==> src/rtl/ptile_transpose.sv <==
module ptile_transpose #(
  parameter int W          = 16,
  parameter int ROW_PIX    = 16,
  parameter int TILE_ROWS  = 5,
  parameter int FRAME_ROWS = 235
) (
  input  logic         clk,
  input  logic         rst_n,
  input  logic [W-1:0] in_data,
  input  logic         in_valid,
  input  logic         in_eol,
  output logic         in_ready,
  output logic [W-1:0] out_data,
  output logic         out_valid,
  input  logic         out_ready,
  output logic         out_eos,
  output logic         out_sot,
  output logic         out_eof
);
  localparam int DEPTH = ROW_PIX * TILE_ROWS;
  localparam int TILES = FRAME_ROWS / TILE_ROWS;
  localparam int AW    = $clog2(DEPTH);
  localparam int CW    = $clog2(ROW_PIX);
  localparam int RW    = $clog2(TILE_ROWS);
  localparam int TW    = $clog2(TILES);
  localparam int EW    = W + 3;

  logic [W-1:0] mem0 [DEPTH];
  logic [W-1:0] mem1 [DEPTH];

  logic [1:0]    full, lastt;
  logic          wb, rb;
  logic [CW-1:0] c;
  logic [RW-1:0] r;
  logic [TW-1:0] t;
  logic [AW-1:0] ra;
  logic [RW-1:0] k;
  logic          p;
  logic [2:0]    pf;
  logic [W-1:0]  rdq;
  logic [EW-1:0] q0, q1;
  logic [1:0]    cnt;

  logic          acc, eor, rlast, tlast, alast, klast, rd_go, pop, push;
  logic [AW-1:0] waddr;
  logic [EW-1:0] ent;

  assign in_ready = !full[wb];
  assign acc      = in_valid && in_ready;
  assign eor      = in_eol || (c == CW'(ROW_PIX - 1));
  assign rlast    = (r == RW'(TILE_ROWS - 1));
  assign tlast    = (t == TW'(TILES - 1));
  assign waddr    = AW'(int'(c) * TILE_ROWS + int'(r));

  assign alast    = (ra == AW'(DEPTH - 1));
  assign klast    = (k == RW'(TILE_ROWS - 1));
  assign out_valid = (cnt != 2'd0);
  assign {out_eof, out_sot, out_eos, out_data} = q0;
  assign pop      = out_valid && out_ready;
  assign push     = p;
  assign ent      = {pf, rdq};
  assign rd_go    = full[rb] && ({1'b0, cnt} + {2'b0, p} < 3'd2 + {2'b0, pop});

  always_ff @(posedge clk) begin
    if (acc) begin
      if (wb) mem1[waddr] <= in_data;
      else    mem0[waddr] <= in_data;
    end
    if (rd_go) rdq <= rb ? mem1[ra] : mem0[ra];
  end

  always_ff @(posedge clk) begin
    if (!rst_n) begin
      full <= '0; lastt <= '0; wb <= 1'b0; rb <= 1'b0;
      c <= '0; r <= '0; t <= '0; ra <= '0; k <= '0;
      p <= 1'b0; pf <= '0; q0 <= '0; q1 <= '0; cnt <= '0;
    end else begin
      if (acc) begin
        c <= eor ? '0 : c + 1'b1;
        if (eor) begin
          r <= rlast ? '0 : r + 1'b1;
          if (rlast) begin
            full[wb]  <= 1'b1;
            lastt[wb] <= tlast;
            wb        <= ~wb;
            t         <= tlast ? '0 : t + 1'b1;
          end
        end
      end
      if (rd_go) begin
        ra <= alast ? '0 : ra + 1'b1;
        k  <= klast ? '0 : k + 1'b1;
        if (alast) begin
          full[rb] <= 1'b0;
          rb       <= ~rb;
        end
      end
      p  <= rd_go;
      pf <= {alast && lastt[rb], ra == '0, klast};
      case ({push, pop})
        2'b10: begin
          if (cnt == 2'd0) q0 <= ent; else q1 <= ent;
          cnt <= cnt + 1'b1;
        end
        2'b01: begin
          q0  <= q1;
          cnt <= cnt - 1'b1;
        end
        2'b11: begin
          if (cnt == 2'd1) q0 <= ent;
          else begin q0 <= q1; q1 <= ent; end
        end
        default: ;
      endcase
    end
  end


  stall_src_chk: assert property (@(posedge clk) disable iff (!rst_n)
    !in_ready |-> full[rb]);


  out_hold_chk: assert property (@(posedge clk) disable iff (!rst_n)
    out_valid && !out_ready |=> out_valid && $stable({out_eof, out_sot, out_eos, out_data}));


  no_overflow_chk: assert property (@(posedge clk) disable iff (!rst_n)
    push && cnt == 2'd2 |-> pop);


  eof_seg_chk: assert property (@(posedge clk) disable iff (!rst_n)
    out_valid && out_eof |-> out_eos);
endmodule

==> config.mk <==
export PLATFORM = sky130hd
export DESIGN_NAME = ptile_transpose
export DESIGN_NICKNAME = d
export VERILOG_FILES = /design/src/rtl/ptile_transpose.sv
export SDC_FILE = /design/constraint.sdc
export NUM_CORES = 2
export LEC_CHECK = 0
export BUFFER_PORTS_ARGS = -buffer_cell sky130_fd_sc_hd__clkbuf_2
export CORE_MARGIN = 1
export CORE_UTILIZATION = 55
export CTS_CLUSTER_SIZE = 40
export DETAILED_ROUTE_END_ITERATION = 7
export GPL_TIMING_DRIVEN = 1
export PLACE_DENSITY_LB_ADDON = 0.2
export SLEW_MARGIN = 0
export SYNTH_ARGS = -nofsm -noshare
export SYNTH_HDL_FRONTEND = slang
export SYNTH_SLANG_ARGS = --single-unit
==> constraint.sdc <==
create_clock -name clk -period 4.8 [get_ports clk]
set_input_delay 0.72 -clock clk [delete_from_list [all_inputs] [get_ports clk]]
set_output_delay 0.72 -clock clk [all_outputs]
set_load 0.02 [all_outputs]
# Word level (Yosys, flattened, before mapping)
# Memories as Yosys holds them, arrays and structs flattened. A register that Yosys moved wholly into a read port is not among the register bits.
# Index checks and enable logic that the tools add are counted.
[totals]
mem_count = 2
out_inout_bits = 21
in_bits = 21
ramBits = 2560
regBits = 89
wordCells = 109
[op_classes]
eq_ne = 12
order_cmp = 5
mul = 1
mux = 40
n_bitwise = 5
addsub = 10
n_reduce_logical = 19
[mem_list]
columns = ["memory", "words", "word_bits", "read_ports", "rd_clocked_by_memory_dff", "wr", "line", "rtl"]
rows = [
  ["mem0", 80, 16, 1, 1, 1, "28", "logic [W-1:0] mem0 [DEPTH];"],
  ["mem1", 80, 16, 1, 1, 1, "29", "logic [W-1:0] mem1 [DEPTH];"],
]
[op_table]
columns = ["op", "n"]
rows = [
  ["$mux W19", 4],
  ["$pmux W19 S3", 1],
  ["$pmux W19 S2", 1],
  ["$mux W7", 5],
  ["$mux W16", 1],
  ["$mux W1", 14],
  ["$mux W2", 6],
  ["$add A7 B1 Y7 const B", 1],
  ["$add A7 B3 Y7", 1],
  ["$eq A7 B7 Y1 const B", 1],
  ["$logic_not A7 Y1", 1],
  ["$mul A4 B3 Y7 const B", 1],
  ["$add A3 B1 Y3 const B", 2],
  ["$add A6 B1 Y6 const B", 1],
  ["$eq A3 B3 Y1 const B", 2],
  ["$eq A6 B6 Y1 const B", 1],
  ["$logic_and A1 B1 Y1", 6],
  ["$mux W3", 2],
  ["$mux W6", 1],
  ["$ne A2 B2 Y1 const B", 3],
  ["$reduce_and A2 Y1", 3],
  ["$reduce_and A3 Y1", 2],
  ["$reduce_bool A2 Y1", 3],
  ["$add A4 B1 Y4 const B", 1],
  ["other kinds (22)", 28],
]

# Longest topological paths before layout
[logic_depth]
word_depth = 12
mapped_depth = 12
mapped_depth_nobuf = 10

# Worst setup path after synthesis
# No wires, ideal clock.
[synth_timing]
kind = "register to register"
start = "reg c[2]"
end = "mem mem0[39][0], enable pin"
setup_time_ns = 0.389
slack_ns = 0.987
path_stages_with_launch = 11
t_required_ns = 4.411
t_arrival_ns = 3.424
period_less_slack_ns = 3.813
path_buffers = 1
path_cell_list = "dfxtp_1 > ha_1 > ha_1 > fa_1 > a21o_1 > a21oi_1 > xor2_1 > a211oi_1 > nand2_1 > clkbuf_1 > nor2_1"
[synth_between]
elab_chain_cells = 2
[synth_rtl]
columns = ["item", "line", "rtl"]
rows = [
  ["start, declared", "33", "logic [CW-1:0] c;"],
  ["start signal, assigned", "79", "c <= eor ? '0 : c + 1'b1;"],
  ["$mul A4 B3 Y7", "53", "assign waddr = AW'(int'(c) * TILE_ROWS + int'(r));"],
  ["$add A7 B3 Y7", "53", ""],
  ["end, declared", "28", ""],
]
# No other way between the ends.

==> metrics.csv <==
metric,value,unit
routed_wl,285000,um
final_area,117000,um^2
hold_violations,0,
cts_tree,yes,
finalPower,0.0468,W
antenna_found_initial,12,
power.density,399,nW/um^2
fin_cells,7978,
yosys_warnings,0,
crit_fanout,55,
clk_latency,0.93,ns
layout_commonest_cell,edfxtp_1,
power_switching,0.00924,W
drt-wirelength-per-cell,35.7,um
grt_overflow,0,
dr.first_iter.drc_count,7968,
maxCapViolCount,0,
dr.pass1.iters,6,
cts_buffer_depth,4,
clkPwrFrac,0.441,
fin_crit,4.38,ns
routed_via_density,6.65,
cp-start-kind,flip-flop,
syn2layout_area_growth,14.0,%
p_sw_frac,0.198,
grt_usage,0.306,
grt_pass1_vias,51586,
yosysUniqueCellTypes,75,
cp-end-kind,flip-flop,
die_h,434,um
critical_path_class,flip-flop to flip-flop,
pin_count,42,
synthesis.area,103000,um^2
crit_chain,buf_12 > buf_4 > mux4_2 > a22oi_1 > a21oi_1 > nor4_1 > a21oi_1,
grt_pass1_wl,397000,um
postPlaceCellArea,109000,um^2
p_int,0.0375,W
fin_skew,0.0505,ns
reg2reg_setup_slack,0.42,ns
clkSlewWorstSetupHoldPaths,0.06,ns
cp.required,5.43,ns
hp-start,in_eol,
drive_above_1_share,0.281,
p_comb_frac,0.015,
synthFlopType,edfxtp_1,
critPathMostFrequentCell,a21oi_1,
place_congestion,0.959,
rsz0062_at_grt,no,
ant_nets,0,
avgSynthCellArea,21.4,um^2
p_seq_frac,0.544,
synthArstFlopShare,0,
die_x,434,um
port_buffers,41,
num_vias,53075,
fmax,228,MHz
ys_seq_area_frac,0.768,
setup-violations-final,0,
worst_pin_slew,1.36,ns
crit_arrival,5.01,ns
drc,0,
fin_setup_tns,0,ns
dieArea,189000,um^2
numCtsBuffers,281,
cts-resized-gates,0,
syn_inst,4809,
slew-limit-headroom,0.0886,
hp-class,input port to flip-flop,
cts_root_buf,clkbuf_16,
core-area,186000,um^2
total_leakage_power,36.4,nW
dp_cells,7493,
final_util,0.632,
slowest_delay,1.04,ns
syn_nets,4859,
num_rows,158,
grt_max_degree,161,
fin_crit_sh,0.913,
synth-edff-count,2576,
status,"complete, no violations",
cts_max_level,5,
cts.sinks,2656,
start_util,0.554,
dp_hpwl,180000,um
slew_viol_final,0,
vdd_ir_drop_max,384,uV
nets,5347,
layout_common_cells,"edfxtp_1, mux4_2, buf_4, clkbuf_16, nor2_1",
cp_slowest_cell,nor4_1,
synth-seq-cells,2656,
stage by stage:
step	worst slack, ns	hold WS [ns]
global route	0.393	0.182
CTS	0.676	0.133
finish	0.418	0.183
global placement	0.643	0.449
floorplan	0.987	0.441
detailed placement	0.671	0.459
power groups by stage:
stage | clock, W | combinational (W) | sequential [W]
floorplan | 0 | 0.000106 | 0.0260
CTS | 0.0208 | 0.000691 | 0.0255
finish | 0.0206 | 0.000697 | 0.0255
global placement | 0 | 0.000665 | 0.0259
detailed placement | 0 | 0.000692 | 0.0260
global route | 0.0216 | 0.000719 | 0.0254
timing repair:
action / 4_1_cts / 5_1_grt
setup buffers: 0 / 0
hold buffers: 1 / 0
endpoints found under the hold margin: 4 / 0
final cells by class:
type                       count  area, um^2
tap                         2480        3100
timing repair buffer         464        4030
multi-input combinational   1876       22500
fill                       12433       68300
sequential                  2656       79000
clock buffer                 341        7470
antenna                        4        10.0
clock inverter               139        1110
inverter                      18        67.6
synth_stat cells (27+ instances only):
master    instances  area, um^2
edfxtp_1       2576       77400
mux4_2          609       13700
nor2_1          229         860
nand2_1         155         582
mux2i_1         138        1380
a22oi_1         112         841
buf_2            96         480
clkbuf_1         80         300
dfxtp_1          80        1600
a21oi_1          53         265
nor3_1           51         255
o21ai_0          47         235
nand3_1          46         230
o22ai_1          39         244
buf_6            34         383
nor2b_1          34         213
ha_1             28         350
mux4_1           28         736
buf_4            27         203
layer usage:
metal  track usage  routed length (um)
met2         0.459              131000
met4         0.126               13100
met1         0.433              107000
met3        0.0779               34200
met5             0                  63
path summary, 6_finish.rpt:
check | endpoint | depth (start not counted)
min reg2reg | q1[18] | 2
max reg2reg | rdq[7] | 7
max | rdq[7] | 7
min | c[3] | 3
sequential cells by signal, indices dropped and copies added (netlist names), 4 cells and up, named ones only:
name	cells
t	6
c	4
mem0	1280
q0	19
ra	7
mem1	1280
q1	19
rdq	16
kinds of logic (layout without fill, tap and decap cells):
family / count (synthesis) / count (layout) / synth area share
other: 0 / 4 / 0
DFF: 2656 / 2656 / 0.768
xor gates and xnor gates: 19 / 19 / 0.00162
adders and majority gates: 29 / 29 / 0.00360
buffers and inverters: 277 / 962 / 0.0158
and+or+nand+nor: 621 / 621 / 0.0275
muxes: 786 / 786 / 0.155
AOI/OAI and AO/OA: 421 / 421 / 0.0289
worst max-delay path: cells and delay by family, from the launching register on:
family / cells / cell delay (ns)
AOI/OAI and AO/OA: 3 / 0.77
and+or+nand+nor: 1 / 1.04
DFF: 1 / 0.84
muxes: 1 / 0.52
buffers and inverters: 2 / 0.76
No activity file was read; power rests on OpenSTA's default activity.
